`config.mk`:
```
export PLATFORM = sky130hd
export DESIGN_NAME = gpio_evt_unit
export DESIGN_NICKNAME = d
export VERILOG_FILES = /design/src/rtl/gpio_evt_pkg.sv /design/src/rtl/gpio_evt_cfg.sv /design/src/rtl/gpio_evt_detect.sv /design/src/rtl/gpio_evt_sticky.sv /design/src/rtl/gpio_evt_unit.sv
export SDC_FILE = /design/constraint.sdc
export NUM_CORES = 1
export LEC_CHECK = 0
export ABC_CLOCK_PERIOD_IN_PS = 5000
export BUFFER_PORTS_ARGS = -buffer_cell sky130_fd_sc_hd__buf_2
export CORE_ASPECT_RATIO = 0.5
export CORE_MARGIN = 2
export CORE_UTILIZATION = 60
export DETAILED_ROUTE_END_ITERATION = 7
export HOLD_SLACK_MARGIN = 0.08
export PLACE_DENSITY_LB_ADDON = 0.1
export SLEW_MARGIN = 25
export SYNTH_ARGS = -nofsm -noshare
export SYNTH_HDL_FRONTEND = slang
export SYNTH_SLANG_ARGS = --single-unit
export TNS_END_PERCENT = 1
```
`constraint.sdc`:
```
create_clock -name clk -period 5 [get_ports clk]
set_input_delay 1.5 -clock clk [delete_from_list [all_inputs] [get_ports clk]]
set_output_delay 1.5 -clock clk [all_outputs]
set_load 0.01 [all_outputs]
```
`src/rtl/gpio_evt_pkg.sv`:
```
package gpio_evt_pkg;

  localparam int ADDR_W = 12;

  // Register byte offsets decoded by software
  localparam logic [ADDR_W-1:0] OFS_RISE  = 12'h064;
  localparam logic [ADDR_W-1:0] OFS_FALL  = 12'h07C;
  localparam logic [ADDR_W-1:0] OFS_MASK  = 12'h0AC;
  localparam logic [ADDR_W-1:0] OFS_STAT  = 12'h0C4;
  localparam logic [ADDR_W-1:0] OFS_TYPE  = 12'h300;
  localparam logic [ADDR_W-1:0] OFS_POL   = 12'h318;
  localparam logic [ADDR_W-1:0] OFS_WMASK = 12'h400;
  localparam logic [ADDR_W-1:0] OFS_WSTAT = 12'h418;

  typedef enum logic [2:0] {
    CFG_RISE  = 3'd0,
    CFG_FALL  = 3'd1,
    CFG_MASK  = 3'd2,
    CFG_TYPE  = 3'd3,
    CFG_POL   = 3'd4,
    CFG_WMASK = 3'd5,
    CFG_NONE  = 3'd7
  } cfg_sel_e;

  localparam int NCFG = 6;

  function automatic cfg_sel_e cfg_decode(input logic [ADDR_W-1:0] a);
    case (a)
      OFS_RISE:  return CFG_RISE;
      OFS_FALL:  return CFG_FALL;
      OFS_MASK:  return CFG_MASK;
      OFS_TYPE:  return CFG_TYPE;
      OFS_POL:   return CFG_POL;
      OFS_WMASK: return CFG_WMASK;
      default:   return CFG_NONE;
    endcase
  endfunction

  // One pin's detection decision for the current cycle
  function automatic logic pin_event(input logic cur, input logic prev,
                                     input logic rise_en, input logic fall_en,
                                     input logic is_level, input logic low_active);
    logic edge_hit;
    logic lvl_hit;
    edge_hit = (rise_en & cur & ~prev) | (fall_en & ~cur & prev);
    lvl_hit  = cur ^ low_active;
    return is_level ? lvl_hit : edge_hit;
  endfunction

  // Sticky bit update: a set wins over a clear
  function automatic logic sticky_next(input logic cur, input logic set, input logic clr);
    return set | (cur & ~clr);
  endfunction

endpackage

```
`src/rtl/gpio_evt_cfg.sv`:
```
module gpio_evt_cfg
  import gpio_evt_pkg::*;
#(
  parameter int NPIN = 32
) (
  input  logic              clk,
  input  logic              rst_n,
  input  logic              bus_wr,
  input  logic [ADDR_W-1:0] bus_addr,
  input  logic [NPIN-1:0]   bus_wdata,
  output logic [NPIN-1:0]   rise_en,
  output logic [NPIN-1:0]   fall_en,
  output logic [NPIN-1:0]   int_mask,
  output logic [NPIN-1:0]   lvl_type,
  output logic [NPIN-1:0]   lvl_pol,
  output logic [NPIN-1:0]   wake_mask
);

  cfg_sel_e          sel;
  logic [NPIN-1:0]   cfg_q [NCFG];

  assign sel = cfg_decode(bus_addr);

  for (genvar g = 0; g < NCFG; g++) begin : g_cfg
    always_ff @(posedge clk or negedge rst_n) begin
      if (!rst_n) begin
        cfg_q[g] <= '0;
      end else if (bus_wr && (int'(sel) == g)) begin
        cfg_q[g] <= bus_wdata;
      end
    end
  end

  assign rise_en   = cfg_q[int'(CFG_RISE)];
  assign fall_en   = cfg_q[int'(CFG_FALL)];
  assign int_mask  = cfg_q[int'(CFG_MASK)];
  assign lvl_type  = cfg_q[int'(CFG_TYPE)];
  assign lvl_pol   = cfg_q[int'(CFG_POL)];
  assign wake_mask = cfg_q[int'(CFG_WMASK)];

endmodule

```
`src/rtl/gpio_evt_detect.sv`:
```
module gpio_evt_detect
  import gpio_evt_pkg::*;
#(
  parameter int NPIN = 32
) (
  input  logic            clk,
  input  logic            rst_n,
  input  logic [NPIN-1:0] pin_in,
  input  logic [NPIN-1:0] rise_en,
  input  logic [NPIN-1:0] fall_en,
  input  logic [NPIN-1:0] lvl_type,
  input  logic [NPIN-1:0] lvl_pol,
  output logic [NPIN-1:0] evt
);

  logic [NPIN-1:0] prev_q;

  always_ff @(posedge clk or negedge rst_n) begin
    if (!rst_n) prev_q <= '0;
    else        prev_q <= pin_in;
  end

  for (genvar i = 0; i < NPIN; i++) begin : g_pin
    assign evt[i] = pin_event(pin_in[i], prev_q[i], rise_en[i], fall_en[i],
                              lvl_type[i], lvl_pol[i]);
  end

endmodule

```
`src/rtl/gpio_evt_sticky.sv`:
```
module gpio_evt_sticky
  import gpio_evt_pkg::*;
#(
  parameter int                NPIN    = 32,
  parameter logic [ADDR_W-1:0] CLR_OFS = OFS_STAT
) (
  input  logic              clk,
  input  logic              rst_n,
  input  logic              bus_wr,
  input  logic [ADDR_W-1:0] bus_addr,
  input  logic [NPIN-1:0]   bus_wdata,
  input  logic [NPIN-1:0]   evt,
  output logic [NPIN-1:0]   st
);

  logic [NPIN-1:0] clr;

  assign clr = (bus_wr && (bus_addr == CLR_OFS)) ? bus_wdata : '0;

  for (genvar i = 0; i < NPIN; i++) begin : g_bit
    always_ff @(posedge clk or negedge rst_n) begin
      if (!rst_n) st[i] <= 1'b0;
      else        st[i] <= sticky_next(st[i], evt[i], clr[i]);
    end
  end

endmodule

```
`src/rtl/gpio_evt_unit.sv`:
```
module gpio_evt_unit
  import gpio_evt_pkg::*;
#(
  parameter int NPIN = 32
) (
  input  logic              clk,
  input  logic              rst_n,
  input  logic [NPIN-1:0]   pin_in,
  input  logic              bus_wr,
  input  logic [ADDR_W-1:0] bus_addr,
  input  logic [NPIN-1:0]   bus_wdata,
  output logic [NPIN-1:0]   bus_rdata,
  output logic              irq,
  output logic              wake_req
);

  logic [NPIN-1:0] cfg_rise, cfg_fall, cfg_mask, cfg_type, cfg_pol, cfg_wmask;
  logic [NPIN-1:0] det_evt;
  logic [NPIN-1:0] int_st;
  logic [NPIN-1:0] wake_st;

  gpio_evt_cfg #(.NPIN(NPIN)) u_cfg (
    .clk       (clk),
    .rst_n     (rst_n),
    .bus_wr    (bus_wr),
    .bus_addr  (bus_addr),
    .bus_wdata (bus_wdata),
    .rise_en   (cfg_rise),
    .fall_en   (cfg_fall),
    .int_mask  (cfg_mask),
    .lvl_type  (cfg_type),
    .lvl_pol   (cfg_pol),
    .wake_mask (cfg_wmask)
  );

  gpio_evt_detect #(.NPIN(NPIN)) u_det (
    .clk      (clk),
    .rst_n    (rst_n),
    .pin_in   (pin_in),
    .rise_en  (cfg_rise),
    .fall_en  (cfg_fall),
    .lvl_type (cfg_type),
    .lvl_pol  (cfg_pol),
    .evt      (det_evt)
  );

  gpio_evt_sticky #(.NPIN(NPIN), .CLR_OFS(OFS_STAT)) u_int_st (
    .clk       (clk),
    .rst_n     (rst_n),
    .bus_wr    (bus_wr),
    .bus_addr  (bus_addr),
    .bus_wdata (bus_wdata),
    .evt       (det_evt),
    .st        (int_st)
  );

  gpio_evt_sticky #(.NPIN(NPIN), .CLR_OFS(OFS_WSTAT)) u_wake_st (
    .clk       (clk),
    .rst_n     (rst_n),
    .bus_wr    (bus_wr),
    .bus_addr  (bus_addr),
    .bus_wdata (bus_wdata),
    .evt       (det_evt),
    .st        (wake_st)
  );

  always_comb begin
    case (bus_addr)
      OFS_RISE:  bus_rdata = cfg_rise;
      OFS_FALL:  bus_rdata = cfg_fall;
      OFS_MASK:  bus_rdata = cfg_mask;
      OFS_STAT:  bus_rdata = int_st;
      OFS_TYPE:  bus_rdata = cfg_type;
      OFS_POL:   bus_rdata = cfg_pol;
      OFS_WMASK: bus_rdata = cfg_wmask;
      OFS_WSTAT: bus_rdata = wake_st;
      default:   bus_rdata = '0;
    endcase
  end

  assign irq      = |(int_st & cfg_mask);
  assign wake_req = |(wake_st & cfg_wmask);

endmodule

```
==> impl_metrics.yaml, run 1 <==
status:
  run_status: "finished clean"
timing:
  setup_total_neg_slack_ps: 0
  grt_setup_unrepaired: "no"
  max_slew.worst_pin.slew_ps: 768.6
  setup_viol_count_final: 0
  setup_ws_ps: 28.70
  timing.final.hold_violations: 0
  max-slew-margin-rel_pct: 48.06
  layout_min_cycle_time_ps: 4971
  fin_crit_sh_pct: 99.43
  max_freq_mhz: 201.2
  final-max-slew-violation-count: 0
  timing.clock.skew_ps: 15.67
critical_path:
  required_ps: 3500
  crit_start: "bus_addr[2]"
  cp.arrival_ps: 3470
  worstSetupPathType: "primary input to primary output"
  r2r_end: "u_wake_st.st[18]"
  critical_path_s_top_delay_family: "simple AND/OR/NAND/NOR gates"
  startpoint_type: "primary input"
  critPathMostFrequentCell: "sky130_fd_sc_hd__buf_2"
  critical_path.reg2reg.startpoint: "u_cfg.fall_en[18]"
  worstSetupEndpointType: "primary output"
  path_cells: "buf_2, or4_1, nor4_1, buf_4, a222oi_1, nand3_1, buf_2"
  path_max_fanout: 7
  reg2regPathDepth: 4
  timing.critical_path.buf_inv: 3
  crit_cells: 7
  ff2ff_setup_slack_ps: 3660
  critPathCapture: "bus_rdata[23]"
  cp_max_stage_cell: "sky130_fd_sc_hd__or4_1"
  worst_path_largest_cell_delay_ps: 670
synth:
  synth.distinct_cells: 41
  number_of_storage_elements_in_the_synthesis_netlist: 288
  synthesis.yosys.warnings: 0
  syn_area_um2: 14150
  yosys.area.top_type: "sky130_fd_sc_hd__dfrtp_1"
  synth_top_cells_by_count: "sky130_fd_sc_hd__dfrtp_1 (288), sky130_fd_sc_hd__mux2_2 (156), sky130_fd_sc_hd__o21ai_0 (143)"
  synth_flop_cell: "sky130_fd_sc_hd__dfrtp_1"
  postSynthNetCount: 1364
  synthTopCellsByArea: "sky130_fd_sc_hd__dfrtp_1 (51%), sky130_fd_sc_hd__mux2_2 (12%), sky130_fd_sc_hd__a22oi_1 (5.5%)"
  synth.top_cell.area_share_pct: 50.94
  post_synth_inst_count: 1285
  post-synth-top-count-cell: "sky130_fd_sc_hd__dfrtp_1"
  number_of_synthesized_flops_with_an_enable_pin: 0
  synth.avg_cell_area_um2: 11.01
  yosysSeqAreaShare_pct: 50.94
  synth_async_sr_flop_share_pct: 100.0
placement:
  place_inst: 1667
  post-dp-hpwl_um: 27700
  numPortBuffers: 112
  detailedPlace.worstSlack_ps: 162.3
  gp_congestion: 0.9406
clock_network:
  cts_root_buf: "sky130_fd_sc_hd__clkbuf_16"
  numCtsBuffers: 26
  clk_path_buf_depth: 3
  hold_buffers: 0
  clk_pin_slew_worst_paths_ps: 60
  clock_sinks: 288
  insertion_delay_ps: 550
  cts_htree_levels: 1
  total_of_cells_resized_after_clock_tree_synthesis: 0
  cts_post_setup_buffers_inserted: 0
  clock_tree_from_tritoncts: "built"
min_path:
  hold_class: "flip-flop to flip-flop"
  hold_path.startpoint: "u_cfg.fall_en[1]"
cells_and_area:
  layout-area-overhead-vs-synth_pct: 14.04
  design.final.nets: 1467
  drive_above_1_share_pct: 30.42
  layoutNonFillerInstCount: 1715
  layout.filler_cells: 1673
  final_core_util_pct: 70.20
floorplanning:
  die_width_um: 221.2
  die_height_um: 112.6
  row_count: 39
  floorplan.die_area_um2: 24900
  floorplan.initialDensity_pct: 61.55
  core-area_um2: 22980
  pin_count: 113
detailed_routing:
  drt_pre_antenna_iters: 5
  vias: 11472
  routedWlPerCell_um: 24.53
  drc: 0
  routed_via_density: 6.689
  drt_iter0_markers: 1402
  totalWireLength_um: 42070
  antenna_left: 0
pwr:
  p_comb_share_pct: 6.1
  vdd_ir_drop_max_v: 0.0002503
  pwr-share-seq_pct: 50.5
  fin_total_pwr_uw: 4859
  power_density_nw_per_um2: 301.2
  netSwitchingPower_uw: 1184
  power.internal_uw: 3675
  share_clk_of_total_power_pct: 43.4
  leakagePower_uw: 0.007742
  p_sw_share_pct: 24.37
global_routing:
  gr-total-overflow: 0
  grt_pass1_wl_um: 65510
  number_of_antenna_violations_at_the_first_check_in_global_routing: 2
  grt.total_usage_pct: 34.10
  vias_in_the_first_global_route: 11232
  grt_max_degree: 99
job:
  max_cap_violations: 0
routing by layer:
layer | share of wire [%] | global-route usage (%) | up-vias
met5 | 0.038 | 0 | -
met4 | 2.5 | 9.888 | 2
met3 | 11 | 9.031 | 97
met2 | 42 | 48.79 | 625
met1 | 44 | 51.20 | 5813
li1 | - | - | 4935
worst register-to-register path: cells and delay by family, from the launching register on:
family          cells  cell delay (ps)
flops               1              400
simple gates        1               80
compound gates      3              700
power groups by stage:
stage / Sequential, µW / Combinational [µW] / Clock (µW)
floorplan: 2460 / 119 / 0
global placement: 2490 / 283 / 0
detailed placement: 2490 / 294 / 0
CTS: 2450 / 296 / 2120
global route: 2460 / 328 / 2220
finish: 2450 / 298 / 2110
state kept, by name (all words and copies together) (netlist names):
name / cells
u_cfg.fall_en: 32
u_cfg.int_mask: 32
u_cfg.lvl_pol: 32
u_cfg.lvl_type: 32
u_cfg.rise_en: 32
u_cfg.wake_mask: 32
u_det.prev_q: 32
u_int_st.st: 32
u_wake_st.st: 32
kinds of logic after synthesis:
group                     after synthesis  share of synthesized area, %
DFF                                   288                         50.94
xor gates and xnor gates               32                         1.981
AOI/OAI and AO/OA                     348                         15.70
and+or+nand+nor                       314                         12.07
buffers and inverters                 111                         3.228
muxes                                 192                         16.08
final cells by class:
cell class,instances,area [µm²],share of cell area [%]
Sequential cell,288,7207,44.67
Multi-Input combinational cell,886,6531,40.48
Timing Repair Buffer,154,998.5,6.188
Clock buffer,36,779.5,4.831
Tap cell,307,384.1,2.381
Inverter,32,120.1,0.7445
Clock inverter,11,111.4,0.6902
Antenna cell,1,2.502,0.01551
worst min path at each step:
stage | to | slack, ps | cells past startpoint
after floorplan | u_cfg.wake_mask[13] | 470 | 1
after global placement | u_cfg.wake_mask[21] | 500 | 1
after detailed placement | u_cfg.wake_mask[21] | 510 | 1
after CTS | u_cfg.fall_en[1] | 530 | 1
after global routing | u_cfg.wake_mask[27] | 540 | 1
final | u_cfg.fall_en[1] | 530 | 1
placed cells by master (no fill, tap or decap), types with 20 or more instances in the layout:
cell	instances
sky130_fd_sc_hd__a21oi_1	30
sky130_fd_sc_hd__a22o_1	24
sky130_fd_sc_hd__a22oi_1	104
sky130_fd_sc_hd__and3_1	34
sky130_fd_sc_hd__buf_2	111
sky130_fd_sc_hd__buf_4	33
sky130_fd_sc_hd__clkbuf_16	27
sky130_fd_sc_hd__dfrtp_1	288
sky130_fd_sc_hd__inv_1	32
sky130_fd_sc_hd__mux2_2	156
sky130_fd_sc_hd__mux2_4	30
sky130_fd_sc_hd__nand2_1	132
sky130_fd_sc_hd__nand3_1	37
sky130_fd_sc_hd__nand3b_1	34
sky130_fd_sc_hd__o211ai_1	20
sky130_fd_sc_hd__o21ai_0	143
sky130_fd_sc_hd__or3b_2	31
sky130_fd_sc_hd__xnor2_1	32
through the flow:
step | hold slack (ps) | instance area, µm²
after floorplan | 473.9 | 14150
after global placement | 499.7 | 15240
after detailed placement | 511.2 | 15240
after CTS | 526.2 | 16130
after global routing | 545.0 | 16130
final | 525.4 | 16130
Power figures use the tool's default switching activity.
==> run 2: changes to the inputs <==
SYNTH_HIERARCHICAL = 1   (was default)
==> impl_metrics.yaml, run 2 <==
status:
  run_status: "complete, but fails checks"
  failed_checks: "negative setup slack"
clock_network:
  cts_root_buf: "sky130_fd_sc_hd__clkbuf_16"
  clock_sinks: 288
  cts_htree_levels: 1
  insertion_delay_ps: 560
  clk_path_buf_depth: 3
  clock_tree_from_tritoncts: "built"
  numCtsBuffers: 27
  cts_post_setup_buffers_inserted: 0
  clk_pin_slew_worst_paths_ps: 70
detailed_routing:
  routedWlPerCell_um: 29.89
  vias: 13146
  drt_iter0_markers: 1529
  drt_pre_antenna_iters: 6
  routed_via_density: 7.546
  drc: 0
  antenna_left: 0
  totalWireLength_um: 52080
timing:
  grt_setup_unrepaired: "no"
  final-max-slew-violation-count: 0
  layout_min_cycle_time_ps: 5016
  max-slew-margin-rel_pct: 24.36
  max_freq_mhz: 199.4
  fin_crit_sh_pct: 100.3
  setup_total_neg_slack_ps: -16.17
  setup_ws_ps: -16.17
  setup_viol_count_final: 1
  timing.final.hold_violations: 0
  final.hold.worst_slack_ps: 539.3
  timing.clock.skew_ps: 10.23
  max_slew.worst_pin.slew_ps: 1135
placement:
  numPortBuffers: 112
  post-dp-hpwl_um: 34340
  gp_congestion: 0.9394
cells_and_area:
  drive_above_1_share_pct: 33.45
  design.final.nets: 1455
  layout-area-overhead-vs-synth_pct: 11.31
  final_common_cell: "sky130_fd_sc_hd__dfrtp_1"
  most-common-layout-cells: "sky130_fd_sc_hd__dfrtp_1 (288), sky130_fd_sc_hd__mux2_2 (128), sky130_fd_sc_hd__buf_2 (111), sky130_fd_sc_hd__a22oi_1 (86), sky130_fd_sc_hd__nor2_1 (67)"
synth:
  synth_flop_cell: "sky130_fd_sc_hd__dfrtp_1"
  synthesis.yosys.warnings: 6
  postSynthNetCount: 1369
  post_synth_inst_count: 1290
  synth.top_cell.area_share_pct: 45.53
  yosysSeqAreaShare_pct: 45.53
  synth_async_sr_flop_share_pct: 100.0
  post-synth-top-count-cell: "sky130_fd_sc_hd__dfrtp_1"
  synth.distinct_cells: 54
  syn_area_um2: 15830
  number_of_storage_elements_in_the_synthesis_netlist: 288
  synthTopCellsByArea: "sky130_fd_sc_hd__dfrtp_1 (46%), sky130_fd_sc_hd__mux2_2 (9.1%), sky130_fd_sc_hd__mux2_4 (5.7%)"
  synth.avg_cell_area_um2: 12.27
  yosys.area.top_type: "sky130_fd_sc_hd__dfrtp_1"
  number_of_synthesized_flops_with_an_enable_pin: 0
  synth_top_cells_by_count: "sky130_fd_sc_hd__dfrtp_1 (288), sky130_fd_sc_hd__mux2_2 (128), sky130_fd_sc_hd__a22oi_1 (86)"
critical_path:
  r2r_end: "u_int_st/st[27]"
  startpoint_type: "primary input"
  cp.arrival_ps: 3520
  critPathCapture: "bus_rdata[2]"
  reg2regPathDepth: 4
  ff2ff_setup_slack_ps: 3160
  worstSetupEndpointType: "primary output"
  critical_path.reg2reg.startpoint: "u_cfg/lvl_type[27]"
  worstSetupPathType: "primary input to primary output"
  crit_start: "bus_addr[7]"
  path_max_fanout: 18
  required_ps: 3500
global_routing:
  grt_pass1_wl_um: 78780
  grt_max_degree: 117
  vias_in_the_first_global_route: 13003
  grt.total_usage_pct: 37.36
  number_of_antenna_violations_at_the_first_check_in_global_routing: 4
  gr-total-overflow: 0
floorplanning:
  die_height_um: 118.8
  pin_count: 113
  floorplan.die_area_um2: 27770
  die_width_um: 233.7
  floorplan.initialDensity_pct: 61.96
  row_count: 41
  core-area_um2: 25550
pwr:
  vdd_ir_drop_max_v: 0.0002331
  leakagePower_uw: 0.007137
  power_density_nw_per_um2: 281.6
  fin_total_pwr_uw: 4962
job:
  max_cap_violations: 0
min_path:
  hold_class: "flip-flop to flip-flop"
[run 2: cell types whose count changed after synthesis, moves of 33 or more]
cell / previous run / this run
sky130_fd_sc_hd__and3_1: 35 / 2
sky130_fd_sc_hd__nor4b_1: 0 / 64
sky130_fd_sc_hd__nand4_1: 8 / 45
sky130_fd_sc_hd__a41oi_2: 0 / 35
sky130_fd_sc_hd__nand2_1: 132 / 36
sky130_fd_sc_hd__nand3_1: 38 / 1
sky130_fd_sc_hd__o21ai_0: 143 / 1
sky130_fd_sc_hd__nor2_1: 13 / 69
[run 2: how the worst min path moves through the flow]
stage | to | cells past startpoint | slack, ps | from
3_3_place_gp | u_cfg/rise_en[12] | 1 | 510 | u_cfg/rise_en[12]
6_report | u_cfg/wake_mask[0] | 1 | 540 | u_cfg/wake_mask[0]
5_1_grt | u_cfg/wake_mask[2] | 1 | 550 | u_cfg/wake_mask[2]
4_1_cts | u_cfg/rise_en[12] | 1 | 540 | u_cfg/rise_en[12]
3_5_place_dp | u_cfg/fall_en[3] | 1 | 520 | u_cfg/fall_en[3]
2_1_floorplan | u_cfg/wake_mask[1] | 1 | 490 | u_cfg/wake_mask[1]
[run 2: repair_timing]
action	in CTS	in global routing
hold buffers	0	0
resized for setup	0	1
endpoints found under the setup margin	0	13
[run 2: area by class of cell]
type                            count  area (µm²)
Antenna cell                        2       5.005
Clock buffer                       37       783.3
Clock inverter                     12       152.6
Fill cell                        1872        7929
Multi-Input combinational cell    896        8036
Sequential cell                   288        7207
Tap cell                          344       430.4
Timing Repair Buffer              163        1003
[run 2: stage by stage]
stage	area, µm²	utilization (%)	std cells	setup WS, ps
final	17620	68.96	1742	-16.17
after global routing	17620	68.96	1742	0.2092
after CTS	17610	68.92	1740	67.40
after detailed placement	16670	65.26	1691	64.44
after global placement	16670	65.25	1691	124.4
after floorplan	15830	-	1290	888.9
[run 2: metal layers]
metal / wire length [µm] / global-route usage [%]
met3: 6173 / 11.52
met4: 2025 / 13.96
met2: 22150 / 53.62
met5: 0 / 0
met1: 21730 / 53.12
[run 2: kinds of logic (layout without fill, tap and decap cells)]
kind of cell	after synthesis	in the layout	share of synthesized area (%)
mux	192	192	15.08
simple gates	347	347	15.22
flops	288	288	45.53
compound gates	357	357	20.04
buf+inv	106	212	4.126
other cells	0	2	0
[run 2: critical path: stages]
cell	delay (ps)
sky130_fd_sc_hd__buf_2	140
sky130_fd_sc_hd__nand2_1	80
sky130_fd_sc_hd__nor2_2	810
sky130_fd_sc_hd__buf_4	460
sky130_fd_sc_hd__a22o_1	210
sky130_fd_sc_hd__a221o_1	180
sky130_fd_sc_hd__buf_2	140
[run 2: where the power goes]
group | switching, µW | leakage [µW] | internal, µW
logic | 282 | 0.00307 | 112
registers | 14.1 | 0.00361 | 2350
clock network | 950 | 0.000450 | 1250
==> run 3: changes to the inputs <==
CAP_MARGIN = 40   (was default)
SETUP_SLACK_MARGIN = 0.2   (was default)
==> impl_metrics.yaml, run 3 (synthesis results as in run 2) <==
pwr:
  power_density_nw_per_um2: 285.8
  leakagePower_uw: 0.007201
  vdd_ir_drop_max_v: 0.0003163
placement:
  gp_congestion: 0.9394
  detailedPlace.worstSlack_ps: 303.5
  dpl_cell_area_um2: 16750
  numPortBuffers: 112
  post-dp-hpwl_um: 34570
critical_path:
  critical_path_s_top_delay_family: "buffers and inverters"
  cp.arrival_ps: 3300
  path_max_fanout: 23
  startpoint_type: "primary input"
  worstSetupPathType: "primary input to primary output"
  timing.critical_path.buf_inv: 4
  worst_path_largest_cell_delay_ps: 370
  worstSetupEndpointType: "primary output"
  path_cells: "buf_2, buf_4, and4bb_1, buf_4, nand4_1, o32ai_1, a221o_1, buf_2"
  required_ps: 3500
  cp_max_stage_cell: "sky130_fd_sc_hd__buf_4"
  ff2ff_setup_slack_ps: 3200
cells_and_area:
  layout-area-overhead-vs-synth_pct: 12.07
  final_common_cell: "sky130_fd_sc_hd__dfrtp_1"
  stdcell_area_um2: 17740
  most-common-layout-cells: "sky130_fd_sc_hd__dfrtp_1 (288), sky130_fd_sc_hd__mux2_2 (128), sky130_fd_sc_hd__buf_2 (111), sky130_fd_sc_hd__a22oi_1 (86), sky130_fd_sc_hd__nor2_1 (67)"
  design.final.nets: 1459
  drive_above_1_share_pct: 33.45
timing:
  final.hold.worst_slack_ps: 539.8
  fin_crit_sh_pct: 96.08
  setup_total_neg_slack_ps: 0
  setup_viol_count_final: 0
  timing.final.hold_violations: 0
  max-slew-margin-rel_pct: 38.55
  setup_ws_ps: 195.9
  layout_min_cycle_time_ps: 4804
  grt_setup_unrepaired: "yes"
  max_slew.worst_pin.slew_ps: 917.9
  timing.clock.skew_ps: 15.40
  max_freq_mhz: 208.2
  final-max-slew-violation-count: 0
floorplanning:
  row_count: 41
  floorplan.die_area_um2: 27770
  die_width_um: 233.7
  floorplan.initialDensity_pct: 61.96
  core-area_um2: 25550
  die_height_um: 118.8
  pin_count: 113
clock_network:
  cts_root_buf: "sky130_fd_sc_hd__clkbuf_16"
  numCtsBuffers: 27
  insertion_delay_ps: 550
  clock_sinks: 288
  cts_htree_levels: 1
  clk_pin_slew_worst_paths_ps: 70
  hold_buffers: 0
  clock_tree_from_tritoncts: "built"
  clk_path_buf_depth: 3
job:
  max_cap_violations: 0
global_routing:
  grt_max_degree: 117
  vias_in_the_first_global_route: 12978
  met2_usage_pct: 54.40
  grt_pass1_wl_um: 79050
  met3_layer_usage_reported_by_global_route_pct: 10.54
  globalRouteMet1Util_pct: 54.63
  number_of_antenna_violations_at_the_first_check_in_global_routing: 5
  gr-total-overflow: 0
  grt-busiest-layer: "met1"
  grt.total_usage_pct: 37.51
detailed_routing:
  drt_iter0_markers: 1799
  drt_pre_antenna_iters: 6
  routed_via_density: 7.558
  totalWireLength_um: 52350
  vias: 13196
  antenna_left: 0
  drc: 0
  routedWlPerCell_um: 29.98
min_path:
  hold_class: "flip-flop to flip-flop"
status:
  run_status: "finished clean"
## run 3: cell types whose count changed in the layout (fill, tap and decap cells not counted), sizes merged
| cell | change |
|---|---|
| clkinv | -2 |
| buf | +4 |
| clkbuf | +3 |
| clkinvlp | -4 |
| bufinv | +2 |
| diode | +1 |
## run 3: cell type report
class	count	area (µm²)
Antenna cell	3	7.507
Clock buffer	40	804.5
Clock inverter	8	175.2
Fill cell	1864	7809
Multi-Input combinational cell	896	8036
Sequential cell	288	7207
Tap cell	344	430.4
Timing Repair Buffer	167	1077
## run 3: what timing repair did
item,CTS,global route
resized for setup,0,1
endpoints found under the hold margin,0,0
endpoints found under the setup margin,0,4
buffers inserted,0,0
## run 3: power breakdown
| part | switching, µW | leakage [µW] | internal [µW] | total (µW) |
|---|---|---|---|---|
| logic | 284 | 0.00311 | 116 | 400 |
| clock network | 934 | 0.000481 | 1370 | 2310 |
| registers | 14.2 | 0.00361 | 2350 | 2360 |
| total | 1230 | 0.00720 | 3840 | 5070 |
## run 3: worst register-to-register path, cell delays in order (launching register included)
cell                      delay (ps)
sky130_fd_sc_hd__dfrtp_1         430
sky130_fd_sc_hd__or3b_1          370
sky130_fd_sc_hd__a32oi_1         550
sky130_fd_sc_hd__nor4b_1         140
sky130_fd_sc_hd__a41oi_2         230
## run 3: worst paths after layout
kind / depth (start not counted) / from / to
worst min-delay path: 1 / u_cfg/wake_mask[2] / u_cfg/wake_mask[2]
worst max-delay path: 8 / bus_addr[3] / bus_rdata[13]
min in group asynchronous: 1 / rst_n / u_cfg/lvl_pol[27]
worst max register to register: 4 / u_cfg/lvl_type[26] / u_wake_st/st[26]
max in group asynchronous: 2 / rst_n / u_wake_st/st[6]
worst min register to register: 1 / u_cfg/wake_mask[2] / u_cfg/wake_mask[2]
## run 3: per-layer routing
metal | routed length [µm] | up-vias
li1 | - | 5393
met1 | 21640 | 6723
met2 | 22580 | 934
met3 | 6458 | 144
met4 | 1657 | 2
met5 | 17 | -
## run 3: stage by stage
step / std cells / power, µW / util [%]
after floorplan: 1290 / 2581 / -
after global placement: 1691 / 2778 / 65.25
after detailed placement: 1695 / 2794 / 65.55
after CTS: 1743 / 5054 / 69.38
after global routing: 1746 / 5200 / 69.43
final: 1746 / 5069 / 69.43
